### src/rtl/cap_pkg.sv
package cap_pkg;
  typedef enum logic [1:0] {
    EDGE_OFF  = 2'b00,
    EDGE_RISE = 2'b01,
    EDGE_FALL = 2'b10,
    EDGE_ANY  = 2'b11
  } edge_sel_e;

  typedef struct packed {
    logic [1:0] dly;
    logic       fast_clr;
    logic       flag_mode;
    logic       no_ovw;
    logic       latch_mode;
    logic       irq_en;
    edge_sel_e  edge_sel;
  } ctrl_t;

  localparam int CTRL_W   = $bits(ctrl_t);
  localparam int ADR_CTRL = 0;
  localparam int ADR_STAT = 1;
  localparam int ADR_CMD  = 2;
  localparam int ADR_CAP  = 3;
  localparam int ADR_HOLD = 4;
endpackage

### src/rtl/cap_sync.sv
module cap_sync #(
  parameter int STAGES = 2
) (
  input  logic clk_i,
  input  logic rst_ni,
  input  logic d_i,
  output logic q_o
);
  logic [STAGES-1:0] chain_q;

  always_ff @(posedge clk_i or negedge rst_ni) begin
    if (!rst_ni) chain_q <= '0;
    else         chain_q <= {chain_q[STAGES-2:0], d_i};
  end

  assign q_o = chain_q[STAGES-1];

  for (genvar i = 1; i < STAGES; i++) begin : g_chk
    // each stage adds exactly one cycle
    a_r3_sync_stage: assert property (@(posedge clk_i) disable iff (!rst_ni)
      chain_q[i] == $past(chain_q[i-1]));
  end
endmodule

### src/rtl/cap_filter.sv
module cap_filter #(
  parameter int BASE = 256
) (
  input  logic       clk_i,
  input  logic       rst_ni,
  input  logic [1:0] dly_i,
  input  logic       lvl_i,
  output logic       lvl_o
);
  localparam int CW = $clog2(BASE * 4);

  logic          en;
  logic          acc_q;
  logic [CW-1:0] cnt_q;
  logic [CW-1:0] lim_m1;

  assign en = (dly_i != 2'b00);

  always_comb begin
    case (dly_i)
      2'd1:    lim_m1 = CW'(BASE - 1);
      2'd2:    lim_m1 = CW'(BASE * 2 - 1);
      default: lim_m1 = CW'(BASE * 4 - 1);
    endcase
  end

  always_ff @(posedge clk_i or negedge rst_ni) begin
    if (!rst_ni) begin
      acc_q <= 1'b0;
      cnt_q <= '0;
    end else if (!en) begin
      acc_q <= lvl_i;
      cnt_q <= '0;
    end else if (lvl_i == acc_q) begin
      cnt_q <= '0;             // level fell back: pulse rejected
    end else if (cnt_q == lim_m1) begin
      acc_q <= lvl_i;
      cnt_q <= '0;
    end else begin
      cnt_q <= cnt_q + 1'b1;
    end
  end

  assign lvl_o = en ? acc_q : lvl_i;

  // accepted level only moves once the window has fully elapsed
  a_r7_accept_at_limit: assert property (@(posedge clk_i) disable iff (!rst_ni)
    (en && $past(en) && (acc_q != $past(acc_q))) |-> ($past(cnt_q) == $past(lim_m1)));

  // a return to the accepted level restarts the window
  a_r7_short_reject: assert property (@(posedge clk_i) disable iff (!rst_ni)
    (en && (lvl_i == acc_q)) |=> (cnt_q == '0));
endmodule

### src/rtl/cap_edge_det.sv
module cap_edge_det
  import cap_pkg::*;
(
  input  logic      clk_i,
  input  logic      rst_ni,
  input  logic      lvl_i,
  input  edge_sel_e sel_i,
  output logic      hit_o,
  output logic      rise_o
);
  logic prev_q;
  logic rise, fall;

  always_ff @(posedge clk_i or negedge rst_ni) begin
    if (!rst_ni) prev_q <= 1'b0;
    else         prev_q <= lvl_i;
  end

  assign rise = lvl_i & ~prev_q;
  assign fall = ~lvl_i & prev_q;

  always_comb begin
    case (sel_i)
      EDGE_RISE: hit_o = rise;
      EDGE_FALL: hit_o = fall;
      EDGE_ANY:  hit_o = rise | fall;
      default:   hit_o = 1'b0;
    endcase
  end

  assign rise_o = rise;
endmodule

### src/rtl/cap_channel.sv
module cap_channel
  import cap_pkg::*;
#(
  parameter int CNT_W       = 16,
  parameter int ADDR_W      = 3,
  parameter int SYNC_STAGES = 2,
  parameter int DLY_BASE    = 256
) (
  input  logic              clk_i,
  input  logic              rst_ni,
  input  logic              pin_i,
  input  logic [CNT_W-1:0]  count_i,
  input  logic              latch_stb_i,
  input  logic              reg_we_i,
  input  logic              reg_re_i,
  input  logic [ADDR_W-1:0] reg_addr_i,
  input  logic [CNT_W-1:0]  reg_wdata_i,
  output logic [CNT_W-1:0]  reg_rdata_o,
  output logic [CNT_W-1:0]  cap_o,
  output logic [CNT_W-1:0]  hold_o,
  output logic              flag_o,
  output logic              irq_o,
  output logic              pol_o
);
  logic [CNT_W-1:0] ctrl_raw_q;
  ctrl_t            ctrl;
  logic [CNT_W-1:0] cap_q, hold_q;
  logic             cap_full_q, hold_full_q;
  logic             flag_q, pol_q;

  logic pin_s, pin_f, hit, rise;
  logic queue_mode;
  logic wr_ctrl, wr_stat, wr_cmd, cap_rd, hold_rd;
  logic move, cap_we, latch_xfer, hold_we;
  logic flag_set, flag_clr;

  assign ctrl = ctrl_t'(ctrl_raw_q[CTRL_W-1:0]);

  cap_sync #(.STAGES(SYNC_STAGES)) u_sync (
    .clk_i (clk_i),
    .rst_ni(rst_ni),
    .d_i   (pin_i),
    .q_o   (pin_s)
  );

  cap_filter #(.BASE(DLY_BASE)) u_filter (
    .clk_i (clk_i),
    .rst_ni(rst_ni),
    .dly_i (ctrl.dly),
    .lvl_i (pin_s),
    .lvl_o (pin_f)
  );

  cap_edge_det u_edge (
    .clk_i (clk_i),
    .rst_ni(rst_ni),
    .lvl_i (pin_f),
    .sel_i (ctrl.edge_sel),
    .hit_o (hit),
    .rise_o(rise)
  );

  assign wr_ctrl = reg_we_i && (reg_addr_i == ADDR_W'(ADR_CTRL));
  assign wr_stat = reg_we_i && (reg_addr_i == ADDR_W'(ADR_STAT));
  assign wr_cmd  = reg_we_i && (reg_addr_i == ADDR_W'(ADR_CMD));
  assign cap_rd  = reg_re_i && (reg_addr_i == ADDR_W'(ADR_CAP));
  assign hold_rd = reg_re_i && (reg_addr_i == ADDR_W'(ADR_HOLD));

  assign queue_mode = !ctrl.latch_mode;

  // queue: push old capture unless protection would overwrite an unread hold
  assign move = queue_mode && hit &&
                (!ctrl.no_ovw || (cap_full_q && !hold_full_q));

  always_comb begin
    if (!hit)                cap_we = 1'b0;
    else if (!ctrl.no_ovw)   cap_we = 1'b1;
    else if (queue_mode)     cap_we = !cap_full_q || move;
    else                     cap_we = !cap_full_q;
  end

  assign latch_xfer = ctrl.latch_mode && (latch_stb_i || (wr_cmd && reg_wdata_i[0])) &&
                      (!ctrl.no_ovw || !hold_full_q);
  assign hold_we    = move || latch_xfer;

  assign flag_set = (queue_mode && ctrl.flag_mode) ? move : cap_we;
  assign flag_clr = (wr_stat && reg_wdata_i[0]) || (cap_rd && ctrl.fast_clr);

  always_ff @(posedge clk_i or negedge rst_ni) begin
    if (!rst_ni) begin
      ctrl_raw_q  <= '0;
      cap_q       <= '0;
      hold_q      <= '0;
      cap_full_q  <= 1'b0;
      hold_full_q <= 1'b0;
      flag_q      <= 1'b0;
      pol_q       <= 1'b0;
    end else begin
      if (wr_ctrl) ctrl_raw_q <= reg_wdata_i;
      if (hold_we) hold_q <= cap_q;
      if (cap_we) begin
        cap_q <= count_i;
        pol_q <= rise;
      end
      if (cap_we)                     cap_full_q <= 1'b1;
      else if (cap_rd || latch_xfer)  cap_full_q <= 1'b0;
      if (hold_we)                    hold_full_q <= 1'b1;
      else if (hold_rd)               hold_full_q <= 1'b0;
      flag_q <= flag_set | (flag_q & ~flag_clr);
    end
  end

  always_comb begin
    case (reg_addr_i)
      ADDR_W'(ADR_CTRL): reg_rdata_o = ctrl_raw_q;
      ADDR_W'(ADR_STAT): reg_rdata_o = CNT_W'({pol_q, flag_q});
      ADDR_W'(ADR_CAP):  reg_rdata_o = cap_q;
      ADDR_W'(ADR_HOLD): reg_rdata_o = hold_q;
      default:           reg_rdata_o = '0;
    endcase
  end

  assign cap_o  = cap_q;
  assign hold_o = hold_q;
  assign flag_o = flag_q;
  assign irq_o  = flag_q & ctrl.irq_en;
  assign pol_o  = pol_q;

  // disabled edge control never writes the capture register
  a_r2_off_no_capture: assert property (@(posedge clk_i) disable iff (!rst_ni)
    (ctrl.edge_sel == EDGE_OFF) |-> !cap_we);

  // hold only ever receives the prior capture value
  a_r5_hold_source: assert property (@(posedge clk_i) disable iff (!rst_ni)
    hold_we |=> (hold_q == $past(cap_q)));

  // without a transfer the holding register keeps its value
  a_r6_hold_quiet: assert property (@(posedge clk_i) disable iff (!rst_ni)
    !hold_we |=> $stable(hold_q));

  // protected unread capture survives new edges
  a_r8_cap_protect: assert property (@(posedge clk_i) disable iff (!rst_ni)
    (ctrl.no_ovw && cap_full_q && !move && !cap_rd && !latch_xfer) |=> $stable(cap_q));

  // set beats a same-cycle clear
  a_r12_set_wins: assert property (@(posedge clk_i) disable iff (!rst_ni)
    flag_set |=> flag_q);
endmodule

### config.mk
export PLATFORM = sky130hd
export DESIGN_NAME = cap_channel
export DESIGN_NICKNAME = d
export VERILOG_FILES = /design/src/rtl/cap_pkg.sv /design/src/rtl/cap_sync.sv /design/src/rtl/cap_filter.sv /design/src/rtl/cap_edge_det.sv /design/src/rtl/cap_channel.sv
export SDC_FILE = /design/constraint.sdc
export NUM_CORES = 1
export LEC_CHECK = 0
export BUFFER_PORTS_ARGS = -buffer_cell sky130_fd_sc_hd__buf_2
export CORE_MARGIN = 2
export CORE_UTILIZATION = 54
export CTS_BUF_LIST = sky130_fd_sc_hd__clkbuf_2 sky130_fd_sc_hd__clkbuf_4 sky130_fd_sc_hd__clkbuf_8
export DETAILED_ROUTE_END_ITERATION = 12
export HOLD_SLACK_MARGIN = 0.02
export PLACE_DENSITY = 0.83
export SLEW_MARGIN = 20
export SYNTH_ARGS = -nofsm -noshare
export SYNTH_HDL_FRONTEND = slang
export SYNTH_HIERARCHICAL = 1
export SYNTH_SLANG_ARGS = --single-unit
### constraint.sdc
create_clock -name clk_i -period 3.1 [get_ports clk_i]
set_input_delay 0.155 -clock clk_i [delete_from_list [all_inputs] [get_ports clk_i]]
set_output_delay 0.155 -clock clk_i [all_outputs]
set_load 0.01 [all_outputs]
# Word-level counts from Yosys, hierarchy flattened
# Index checks and enable logic that the tools add are counted.
[totals]
word_cells = 82
register_bits = 66
inputBits = 41
output_inout_bits = 51
[classes]
bitwise_logic = 9
reduce_logical = 30
n_addsub = 1
muxes = 18
n_eq_ne = 13
[ops]
columns = ["cell", "n"]
rows = [
  ["one-hot mux 16 bit (4 select lines)", 1],
  ["two-way mux 10 bit", 3],
  ["one-hot mux 10 bit (2 select lines)", 1],
  ["logical AND 1 bit", 14],
  ["two-way mux 1 bit", 12],
  ["adder 10 x 1 -> 10 bit (second input constant)", 1],
  ["== test 10 bit", 1],
  ["logical OR 1 bit", 7],
  ["== test 2 bit (second input constant)", 3],
  ["== test 3 x 2 -> 1 bit (second input constant)", 2],
  ["nonzero test 2 bit", 3],
  ["bitwise AND 1 bit", 4],
  ["== test 2 x 1 -> 1 bit (second input constant)", 2],
  ["logical NOT 1 bit", 4],
  ["!= test 2 bit (second input constant)", 2],
  ["== test 3 x 1 -> 1 bit (second input constant)", 1],
  ["== test 3 bit (second input constant)", 1],
  ["logical NOT 3 bit", 1],
  ["inverter 1 bit", 3],
  ["one-hot mux 1 bit (3 select lines)", 1],
  ["bitwise OR 1 bit", 2],
  ["AND reduction 2 bit", 1],
  ["== test 1 bit", 1],
]

# Logic depth before layout (Yosys ltp)
# Gate-level depths: netlist of run 1.
[logic_depth]
depth_word = 14
ltp_mapped = 12

# Hierarchy
# The synthesis of run 1 kept the hierarchy.
[by_module_without_submodules]
columns = ["module", "seq_area_each_um2", "area_each_um2", "cells_per_inst", "n_inst"]
rows = [
  ["cap_channel", 1301.2, 2452.4, 192, 1],
  ["cap_filter", 275.3, 610.6, 63, 1],
  ["cap_edge_det", 25.0, 83.8, 10, 1],
  ["cap_sync", 50.0, 50.0, 2, 1],
]

# Least setup slack after synthesis of run 1
# OpenSTA, ideal clock, no wires.
[synth_timing]
path_type = "register -> register"
start = "register ctrl_raw_q[7]"
end = "register hold_q[0] (netlist: hold_o[0])"
n_path_buf = 2
t_required_ns = 2.975
path_slack_ns = 0.583
path_stages_with_launch = 13
synth_period_minus_slack_ns = 2.517
arrival_time_ns = 2.392
cell_sequence = "dfrtp_1 -> inv_1 -> ha_1 -> mux2_2 -> inv_1 -> ha_1 -> nor2b_1 -> o21ai_1 -> o21ai_1 -> a32o_1 -> buf_2 -> buf_4 -> mux2_2"
[synth_between]
elab_chain_len = 9
[synth_rtl]
columns = ["item", "line", "rtl"]
rows = [
  ["from (decl)", "cap_channel.sv:25", "logic [CNT_W-1:0] ctrl_raw_q;"],
  ["from (signal assigned)", "cap_channel.sv:99", "if (wr_ctrl) ctrl_raw_q <= reg_wdata_i;"],
  ["nonzero test 2 bit *", "cap_filter.sv:17", "assign en = (dly_i != 2'b00);"],
  ["two-way mux 1 bit *", "cap_filter.sv:44", "assign lvl_o = en ? acc_q : lvl_i;"],
  ["via pin_f", "cap_channel.sv:31", "logic pin_s, pin_f, hit, rise;"],
  ["inverter 1 bit", "cap_edge_det.sv:20", "assign fall = ~lvl_i & prev_q;"],
  ["bitwise AND 1 bit", "cap_edge_det.sv:20", ""],
  ["bitwise OR 1 bit", "cap_edge_det.sv:26", "EDGE_ANY: hit_o = rise | fall;"],
  ["one-hot mux 1 bit (3 select lines) *", "cap_edge_det.sv:23", "case (sel_i)"],
  ["via hit", "cap_channel.sv:31", ""],
  ["logical AND 1 bit * (2 in series)", "cap_channel.sv:72", "assign move = queue_mode && hit &&"],
  ["logical OR 1 bit *", "cap_channel.sv:84", "assign hold_we = move || latch_xfer;"],
  ["to (signal assigned)", "cap_channel.sv:100", "if (hold_we) hold_q <= cap_q;"],
  ["to (decl)", "cap_channel.sv:27", "logic [CNT_W-1:0] cap_q, hold_q;"],
]
# The timed path passes the listed nets; every way through them passes the cells marked *.
# A chain may end at the register's enable or synchronous reset.

# Worst setup path in the final report of run 1
[layout_timing]
start = "register ctrl_raw_q[8]"
end = "register hold_q[5] (netlist: hold_o[5])"
# The elaborated chain is that of the path after synthesis.

==> impl_metrics.env, run 1 <==
export IMPL_status="finished clean"
export IMPL_path_max_fanout=12
export IMPL_cp_end_kind="flop"
export IMPL_timing_final_crit_share_pct=88.7
export IMPL_clock_sinks=66
export IMPL_async_reset_ff_share_pct=100
export IMPL_grt_max_degree=50
export IMPL_holdCritPathClass="in2reg"
export IMPL_die_h_um=80.9
export IMPL_core_area_mm2=0.00582
export IMPL_syn_inst=267
export IMPL_drc=0
export IMPL_nFillCells=453
export IMPL_core_rowCount=28
export IMPL_skew_ns=0.00469
export IMPL_required_ns=3.32
export IMPL_ys_flop_type="dfrtp_1"
export IMPL_grtUsageMet1_pct=31.5
export IMPL_grtUsageMet2_pct=39.9
export IMPL_postRouteAntennaNets=0
export IMPL_met3_usage_pct=8.89
export IMPL_post_place_ws_ns=0.361
export IMPL_grt_pass1_vias=2456
export IMPL_die_x_um=80.9
export IMPL_critPathArrivalTime_ns=2.97
export IMPL_htree_levels=3
export IMPL_drt_initial_drc_count=172
export IMPL_clkLatencyLatePin_ns=0.34
export IMPL_yosys_warnings=6
export IMPL_cts_tree="done"
export IMPL_io_buffers=91
export IMPL_synth_edf_count=0
export IMPL_antenna_found_initial=0
export IMPL_relSlewSlack_pct=48.6
export IMPL_clk_pin_slew_ns=0.07
export IMPL_netlist_area_mm2=0.00320
export IMPL_startpoint_type="flop"
export IMPL_drive_above_1_share_pct=44.8
export IMPL_power_density_mw_per_mm2=846
export IMPL_worst_pin_slew_ns=0.771
export IMPL_grt_usage_pct=24.8
export IMPL_cts_made_buffers=9
export IMPL_leakage_nw=1.90
export IMPL_avgSynthCellArea_um2=12.0
export IMPL_setup_ws_ns=0.349
export IMPL_area_growth_pct=24.0
export IMPL_synth_seq_cells=66
export IMPL_fin_nets=416
export IMPL_vias=2498
export IMPL_cap_violations=0
export IMPL_grt_setup_unrepaired="false"
export IMPL_fmax_mhz=363
export IMPL_setup_viol_count_final=0
export IMPL_synthDistinctLibCells=44
export IMPL_wl_per_cell_um=16.6
export IMPL_cts_root_buf="clkbuf_8"
export IMPL_routabilityCongestion=0.809
export IMPL_busiest_layer="met2"
export IMPL_hold_viol=0
export IMPL_die_area_mm2=0.00655
export IMPL_cts_buffer_depth=2
export IMPL_dr_pass1_iters=4
export IMPL_yosysSeqAreaShare_pct=51.7
export IMPL_vias_per_cell=5.55
export IMPL_synth_nets=313
export IMPL_peakVddDrop_mv=0.612
export IMPL_io_pins=92
export IMPL_overflow=0
export IMPL_path_class="reg2reg"
export IMPL_setup_tns_ns=0
export IMPL_hold_slack_ns=0.0420
export IMPL_wl_mm=7.46
export IMPL_grt_pass1_wl_mm=11.9
export IMPL_diodes=0
export IMPL_cts_setup_buffers=0
export IMPL_hpwl_mm=5.15
export IMPL_start_util_pct=55.0
export IMPL_fin_crit_ns=2.75
export IMPL_maxSlewViolCount=0
==> cells by family after synthesis <==
family | after synthesis | share of synthesized area (%)
simple gates | 63 | 10.1
xor+xnor | 8 | 2.19
flops | 66 | 51.7
buf+inv | 19 | 3.37
fa+ha+maj | 5 | 1.96
compound gates | 40 | 7.16
mux | 66 | 23.6
==> metrics by stage <==
step           area [um2]  power, mW  std cells  util (%)
5_1_grt              3960       3.57        450      68.2
3_3_place_gp         3730       2.64        428      64.1
2_1_floorplan        3200       2.18        267         -
6_report             3960       3.35        450      68.2
4_1_cts              3920       3.36        446      67.4
3_5_place_dp         3730       2.70        428      64.1
==> cell usage in the layout, fill, tap and decap left out, drive strengths merged, types with 4 or more instances in the layout <==
| cell type | instances |
|---|---|
| a21oi | 8 |
| nor2 | 12 |
| mux2 | 50 |
| dlygate4sd3 | 6 |
| buf | 97 |
| mux2i | 16 |
| inv | 8 |
| xor2 | 4 |
| xnor2 | 4 |
| clkbuf | 13 |
| nand2 | 25 |
| nand3 | 6 |
| dfrtp | 66 |
| ha | 5 |
| o21ai | 23 |
==> cells in the mapped netlist (5+ instances only) <==
cell type	number	area share, %
dfrtp_1	66	52
mux2_2	42	15
nand2_1	25	2.9
o21ai_0	21	3.3
mux2i_1	16	5.0
nor2_1	12	1.4
a21oi_1	8	1.3
inv_1	8	0.94
mux2_4	8	3.8
buf_2	5	0.78
ha_1	5	2.0
nand3_1	5	0.78
==> worst paths after layout <==
path                                    from  cells after the start                end  slack, ns
setup / recovery               ctrl_raw_q[8]                     11          hold_o[5]       0.35
hold / removal               reg_wdata_i[15]                      2     ctrl_raw_q[15]       0.04
setup reg to reg               ctrl_raw_q[8]                     11          hold_o[5]       0.35
hold reg to reg            u_sync/chain_q[0]                      0  u_sync/chain_q[1]       0.35
max in group asynchronous             rst_ni                      3          hold_o[1]       2.14
min in group asynchronous             rst_ni                      2           cap_o[9]       0.38
==> per-layer routing <==
metal / up-vias / wire, um
li1: 1148 / -
met1: 1253 / 3100
met2: 86 / 3810
met3: 11 / 458
met4: 0 / 89
met5: - / 0
==> registers in the layout, indices dropped and copies added (netlist names) <==
name and cells:
hold_o 16, u_filter/acc_q 1, u_filter/cnt_q 10, hold_full_q 1, u_edge/prev_q 1, u_sync/chain_q 2
pol_o 1, cap_full_q 1, cap_o 16, flag_o 1, ctrl_raw_q 16
==> worst max-delay path: stages (launching register included) <==
cell and delay (ns):
dfrtp_1 0.39, inv_1 0.08, ha_1 0.18, mux2_2 0.37, inv_1 0.06, ha_1 0.22, nor2b_1 0.11, o21ai_1 0.07
o21ai_1 0.18, a32o_1 0.43, buf_12 0.19, mux2_2 0.34
==> layout make-up <==
class | instances | area [um2] | share of cell area, %
clock buffer | 13 | 160 | 4.04
timing repair buffer | 103 | 576 | 14.5
multi-input combinational | 182 | 1440 | 36.3
sequential | 66 | 1650 | 41.7
clock inverter | 3 | 15.0 | 0.379
tap | 75 | 93.8 | 2.37
inverter | 8 | 30.0 | 0.758
==> report_power, final <==
| group | switching [mW] | internal, mW |
|---|---|---|
| Combinational | 0.582 | 0.665 |
| Clock | 0.309 | 0.335 |
| Sequential | 0.287 | 1.17 |
| Total | 1.18 | 2.17 |
==> what timing repair did <==
action / CTS / global route
hold buffers: 2 / 4
gates resized for setup: 0 / 0
hold endpoints to repair: 2 / 50
No activity file was read; power rests on OpenSTA's default activity.
==> run 2, diff against run 1 <==
Settings changed: CORE_UTILIZATION 54 to 50, PLACE_DENSITY 0.83 to 0.77.
==> impl_metrics.env, run 2 (same netlist as run 1, synthesis figures left out) <==
export IMPL_setup_viol_count_final=0
export IMPL_fin_nets=414
export IMPL_startpoint_type="flop"
export IMPL_met3_usage_pct=5.34
export IMPL_cts_made_buffers=9
export IMPL_leakage_nw=1.90
export IMPL_peakVddDrop_mv=0.563
export IMPL_crit_family="multiplexers"
export IMPL_setup_tns_ns=0
export IMPL_diodes=0
export IMPL_clock_sinks=66
export IMPL_holdCritPathClass="in2reg"
export IMPL_crit_path_top_delay_cell="dfrtp_1"
export IMPL_skew_ns=0.00750
export IMPL_cts_tree="done"
export IMPL_area_growth_pct=25.4
export IMPL_drc=0
export IMPL_grt_setup_unrepaired="false"
export IMPL_path_buf_inv=3
export IMPL_layout_commonest_cell="buf_2"
export IMPL_vias_per_cell=5.40
export IMPL_p_int_mw=2.38
export IMPL_wl_per_cell_um=16.2
export IMPL_die_h_um=84.0
export IMPL_report_power_total_mw=3.57
export IMPL_grtUsageMet2_pct=35.7
export IMPL_htree_levels=3
export IMPL_nFillCells=504
export IMPL_stdcell_area_mm2=0.00401
export IMPL_core_area_mm2=0.00628
export IMPL_drive_above_1_share_pct=44.8
export IMPL_overflow=0
export IMPL_clkLatencyLatePin_ns=0.35
export IMPL_grt_pass1_vias=2485
export IMPL_setup_ws_ns=0.363
export IMPL_wl_mm=7.28
export IMPL_worst_pin_slew_ns=0.802
export IMPL_die_area_mm2=0.00705
export IMPL_hpwl_mm=5.15
export IMPL_drt_initial_drc_count=108
export IMPL_cap_violations=0
export IMPL_clk_pin_slew_ns=0.07
export IMPL_hold_viol=0
export IMPL_fin_crit_ns=2.74
export IMPL_status="finished clean"
export IMPL_max_stage_delay_ns=0.40
export IMPL_maxSlewViolCount=0
export IMPL_dr_pass1_iters=4
export IMPL_postRouteAntennaNets=0
export IMPL_pwr_share_seq_pct=40.6
export IMPL_p_comb_share_pct=34.3
export IMPL_cp_cell_sequence="inv_1 > ha_1 > mux2_2 > inv_1 > ha_1 > nor2b_1 > o21ai_1 > o21ai_1 > a32o_1 > buf_4 > mux2_2"
export IMPL_grtUsageMet1_pct=27.3
export IMPL_busiest_layer="met2"
export IMPL_cts_hold_buf=5
export IMPL_post_place_ws_ns=0.375
export IMPL_worstReg2RegStart="ctrl_raw_q[8]"
export IMPL_timing_final_crit_share_pct=88.3
export IMPL_critPathArrivalTime_ns=2.97
export IMPL_relSlewSlack_pct=46.5
export IMPL_grt_pass1_wl_mm=12.0
export IMPL_io_pins=92
export IMPL_power_density_mw_per_mm2=890
export IMPL_grt_max_degree=67
export IMPL_die_x_um=84.0
export IMPL_core_rowCount=29
export IMPL_cp_end_kind="flop"
export IMPL_start_util_pct=50.9
export IMPL_placedInstanceArea_mm2=0.00371
export IMPL_clockPowerShare_pct=25.1
export IMPL_cts_root_buf="clkbuf_8"
export IMPL_hp_start="reg_wdata_i[14]"
export IMPL_cts_resized=0
export IMPL_vias=2431
export IMPL_cts_buffer_depth=2
export IMPL_required_ns=3.33
export IMPL_layout_common_cells="buf_2 (91), dfrtp_1 (66), mux2_2 (42)"
export IMPL_fmax_mhz=365
export IMPL_crit_path_start="ctrl_raw_q[8]"
export IMPL_cts_setup_buffers=0
export IMPL_io_buffers=91
export IMPL_p_sw_share_pct=33.3
export IMPL_antenna_found_initial=0
export IMPL_grt_usage_pct=21.8
export IMPL_path_max_fanout=15
export IMPL_routabilityCongestion=0.823
export IMPL_path_class="reg2reg"
export IMPL_p_sw_mw=1.19
## run 2: cell count changes in the layout (fill, tap and decap cells not counted)
cell / before / now
buf_12: 1 / 0
clkbuf_4: 3 / 0
clkinvlp_4: 0 / 2
clkinv_2: 3 / 0
bufinv_16: 0 / 3
clkinv_4: 0 / 1
buf_4: 6 / 5
dlygate4sd3_1: 6 / 5
buf_2: 90 / 91
## run 2: worst register-to-register path, cell delays in order, from the launching register on
cell	delay [ns]
dfrtp_1	0.40
inv_1	0.09
ha_1	0.20
mux2_2	0.37
inv_1	0.07
ha_1	0.22
nor2b_1	0.11
o21ai_1	0.07
o21ai_1	0.16
a32o_1	0.29
buf_4	0.27
mux2_2	0.37
## run 2: final cells by class
type / instances / area (um2) / share of cell area [%]
well taps: 77 / 96.3 / 2.40
repair buffers: 101 / 543 / 13.5
multi-input cells: 182 / 1440 / 35.9
clock inverters: 6 / 114 / 2.84
inverters: 8 / 30.0 / 0.749
clock buffers: 10 / 138 / 3.43
flip-flops and latches: 66 / 1650 / 41.2
## run 2: stage by stage
stage	hold slack [ns]	cells	utilization, %
after floorplan	-0.141	267	-
after global placement	0.267	429	59.1
after detailed placement	0.272	429	59.1
after CTS	0.0222	450	63.9
after global routing	0.0302	450	63.9
final	0.0345	450	63.9
## run 2: final timing paths
check	endpoint	slack, ns	cells after the start
max	hold_o[4]	0.36	11
min	ctrl_raw_q[14]	0.03	2
max reg2reg	hold_o[4]	0.36	11
min reg2reg	u_sync/chain_q[1]	0.36	0
max in group asynchronous	ctrl_raw_q[2]	2.06	3
min in group asynchronous	u_filter/cnt_q[1]	0.53	3
## run 2: layer usage
metal  vias up  share of wire, %  wire [um]
met2        69                50       3640
met4         0               2.5        182
li1       1145                 -          -
met5         -                 0          0
met3        17               5.1        373
met1      1200                42       3080
## run 2: power groups by stage
stage | logic [mW] | clock network (mW) | registers (mW)
2_1_floorplan | 0.679 | 0 | 1.50
3_3_place_gp | 1.19 | 0 | 1.44
3_5_place_dp | 1.23 | 0 | 1.46
4_1_cts | 1.24 | 0.907 | 1.45
5_1_grt | 1.34 | 0.948 | 1.49
6_report | 1.22 | 0.897 | 1.45
==> run 3, diff against run 2 <==
Settings changed: PLACE_DENSITY 0.77 to 0.78, SYNTH_HIERARCHICAL 1 to unset.
==> impl_metrics.env, run 3 <==
export IMPL_cts_buffer_depth=2
export IMPL_cts_tree="done"
export IMPL_cp_end_kind="flop"
export IMPL_antenna_found_initial=0
export IMPL_core_rowCount=28
export IMPL_htree_levels=3
export IMPL_fmax_mhz=393
export IMPL_syn_inst=262
export IMPL_die_h_um=82.9
export IMPL_required_ns=3.33
export IMPL_synthTopCellsByArea="dfrtp_1 (53%), mux2_2 (14%), mux2_1 (4.0%), a22oi_1 (3.9%), o21ai_0 (2.7%)"
export IMPL_netlist_area_mm2=0.00311
export IMPL_cts_root_buf="clkbuf_8"
export IMPL_yosys_warnings=0
export IMPL_cts_resized=0
export IMPL_grt_pass1_vias=2517
export IMPL_grt_pass1_wl_mm=12.5
export IMPL_setup_tns_ns=0
export IMPL_vias_per_cell=5.54
export IMPL_synthTopCellsByCount="dfrtp_1 (66), mux2_2 (38), nand2_1 (22), nor2_1 (17), o21ai_0 (17)"
export IMPL_setup_viol_count_final=0
export IMPL_layout_commonest_cell="buf_2"
export IMPL_overflow=0
export IMPL_relSlewSlack_pct=49.9
export IMPL_cts_hold_buf=5
export IMPL_grt_max_degree=29
export IMPL_synth_most_common_cell="dfrtp_1"
export IMPL_die_area_mm2=0.00688
export IMPL_synthDistinctLibCells=38
export IMPL_critPathArrivalTime_ns=2.77
export IMPL_cts_setup_buffers=0
export IMPL_holdCritPathClass="in2reg"
export IMPL_path_max_fanout=10
export IMPL_clock_sinks=66
export IMPL_layout_common_cells="buf_2 (91), dfrtp_1 (66), mux2_2 (38)"
export IMPL_clkLatencyLatePin_ns=0.35
export IMPL_async_reset_ff_share_pct=100
export IMPL_peakVddDrop_mv=0.455
export IMPL_worst_pin_slew_ns=0.751
export IMPL_cap_violations=0
export IMPL_dr_pass1_iters=4
export IMPL_wl_mm=7.47
export IMPL_power_density_mw_per_mm2=860
export IMPL_hpwl_mm=5.28
export IMPL_report_power_total_mw=3.36
export IMPL_cts_made_buffers=9
export IMPL_drt_initial_drc_count=150
export IMPL_grt_usage_pct=23.0
export IMPL_drc=0
export IMPL_area_growth_pct=25.4
export IMPL_skew_ns=0.00626
export IMPL_status="finished clean"
export IMPL_grt_setup_unrepaired="false"
export IMPL_yosysSeqAreaShare_pct=53.0
export IMPL_avgSynthCellArea_um2=11.9
export IMPL_timing_final_crit_share_pct=82.0
export IMPL_synth_seq_cells=66
export IMPL_fin_nets=411
export IMPL_diodes=0
export IMPL_path_class="reg2reg"
export IMPL_wl_per_cell_um=16.8
export IMPL_fin_crit_ns=2.54
export IMPL_clk_pin_slew_ns=0.07
export IMPL_routabilityCongestion=0.822
export IMPL_hold_viol=0
export IMPL_leakage_nw=1.87
export IMPL_drive_above_1_share_pct=43.2
export IMPL_synth_top_area_cell="dfrtp_1"
export IMPL_synth_edf_count=0
export IMPL_vias=2465
export IMPL_core_area_mm2=0.00596
export IMPL_ys_flop_type="dfrtp_1"
export IMPL_startpoint_type="flop"
export IMPL_yosys_area_top_type_share_pct=53.0
export IMPL_die_x_um=82.9
export IMPL_start_util_pct=52.3
export IMPL_synth_nets=308
export IMPL_maxSlewViolCount=0
export IMPL_postRouteAntennaNets=0
export IMPL_io_pins=92
export IMPL_io_buffers=91
-- run 3: path summary, 6_finish.rpt --
kind / to / from / depth (start not counted) / slack, ns
max: hold_o[6] / ctrl_raw_q[8] / 9 / 0.56
min: cap_o[12] / count_i[12] / 2 / 0.04
max reg2reg: hold_o[6] / ctrl_raw_q[8] / 9 / 0.56
min reg2reg: u_sync.chain_q[1] / u_sync.chain_q[0] / 0 / 0.37
max in group asynchronous: hold_o[7] / rst_ni / 3 / 1.99
min in group asynchronous: u_sync.chain_q[0] / rst_ni / 2 / 0.38
-- run 3: worst max-delay path, cell delays in order, from the launching register on --
cell      delay (ns)
dfrtp_1         0.38
inv_1           0.10
ha_1            0.21
mux2_2          0.37
ha_1            0.27
and2b_1         0.20
o21ai_2         0.10
a211oi_4        0.22
buf_4           0.22
mux2_2          0.35
-- run 3: through the flow --
| step | area, um2 | std cells | setup slack [ns] | hold slack (ns) | util, % |
|---|---|---|---|---|---|
| finish | 3910 | 445 | 0.557 | 0.0366 | 65.6 |
| global route | 3910 | 445 | 0.384 | 0.0334 | 65.6 |
| CTS | 3910 | 445 | 0.548 | 0.0254 | 65.6 |
| detailed placement | 3670 | 424 | 0.570 | 0.216 | 61.6 |
| global placement | 3670 | 424 | 0.633 | 0.210 | 61.6 |
| floorplan | 3110 | 262 | 0.572 | -0.141 | - |
-- run 3: logic make-up (layout without fill, tap and decap cells) --
group	after synthesis	after routing	share of synthesized area (%)
muxes	50	50	18.0
xor gates and xnor gates	11	11	3.09
and+or+nand+nor	65	65	10.7
DFF	66	66	53.0
buffers and inverters	18	126	2.53
AOI/OAI and AO/OA	47	47	10.6
adders and majority gates	5	5	2.01
-- run 3: cell type report --
| type | instances | area, um2 |
|---|---|---|
| Clock buffer | 10 | 131 |
| Clock inverter | 6 | 57.6 |
| Fill cell | 476 | 2050 |
| Inverter | 6 | 22.5 |
| Multi-Input combinational cell | 178 | 1380 |
| Sequential cell | 66 | 1650 |
| Tap cell | 75 | 93.8 |
| Timing Repair Buffer | 104 | 566 |
-- run 3: metal layers --
| layer | part of all wire (%) | up-vias | GRT usage (%) |
|---|---|---|---|
| met3 | 7.1 | 14 | 5.17 |
| met1 | 44 | 1199 | 31.5 |
| li1 | - | 1137 | - |
| met2 | 47 | 115 | 35.4 |
| met4 | 1.9 | 0 | 9.99 |
| met5 | 0 | - | 0 |
-- run 3: report_power, final --
group	switching, mW	internal (mW)	leakage, nW
Sequential	0.291	1.18	0.800
Clock	0.311	0.374	0.0992
Combinational	0.570	0.638	0.966
Total	1.17	2.19	1.87
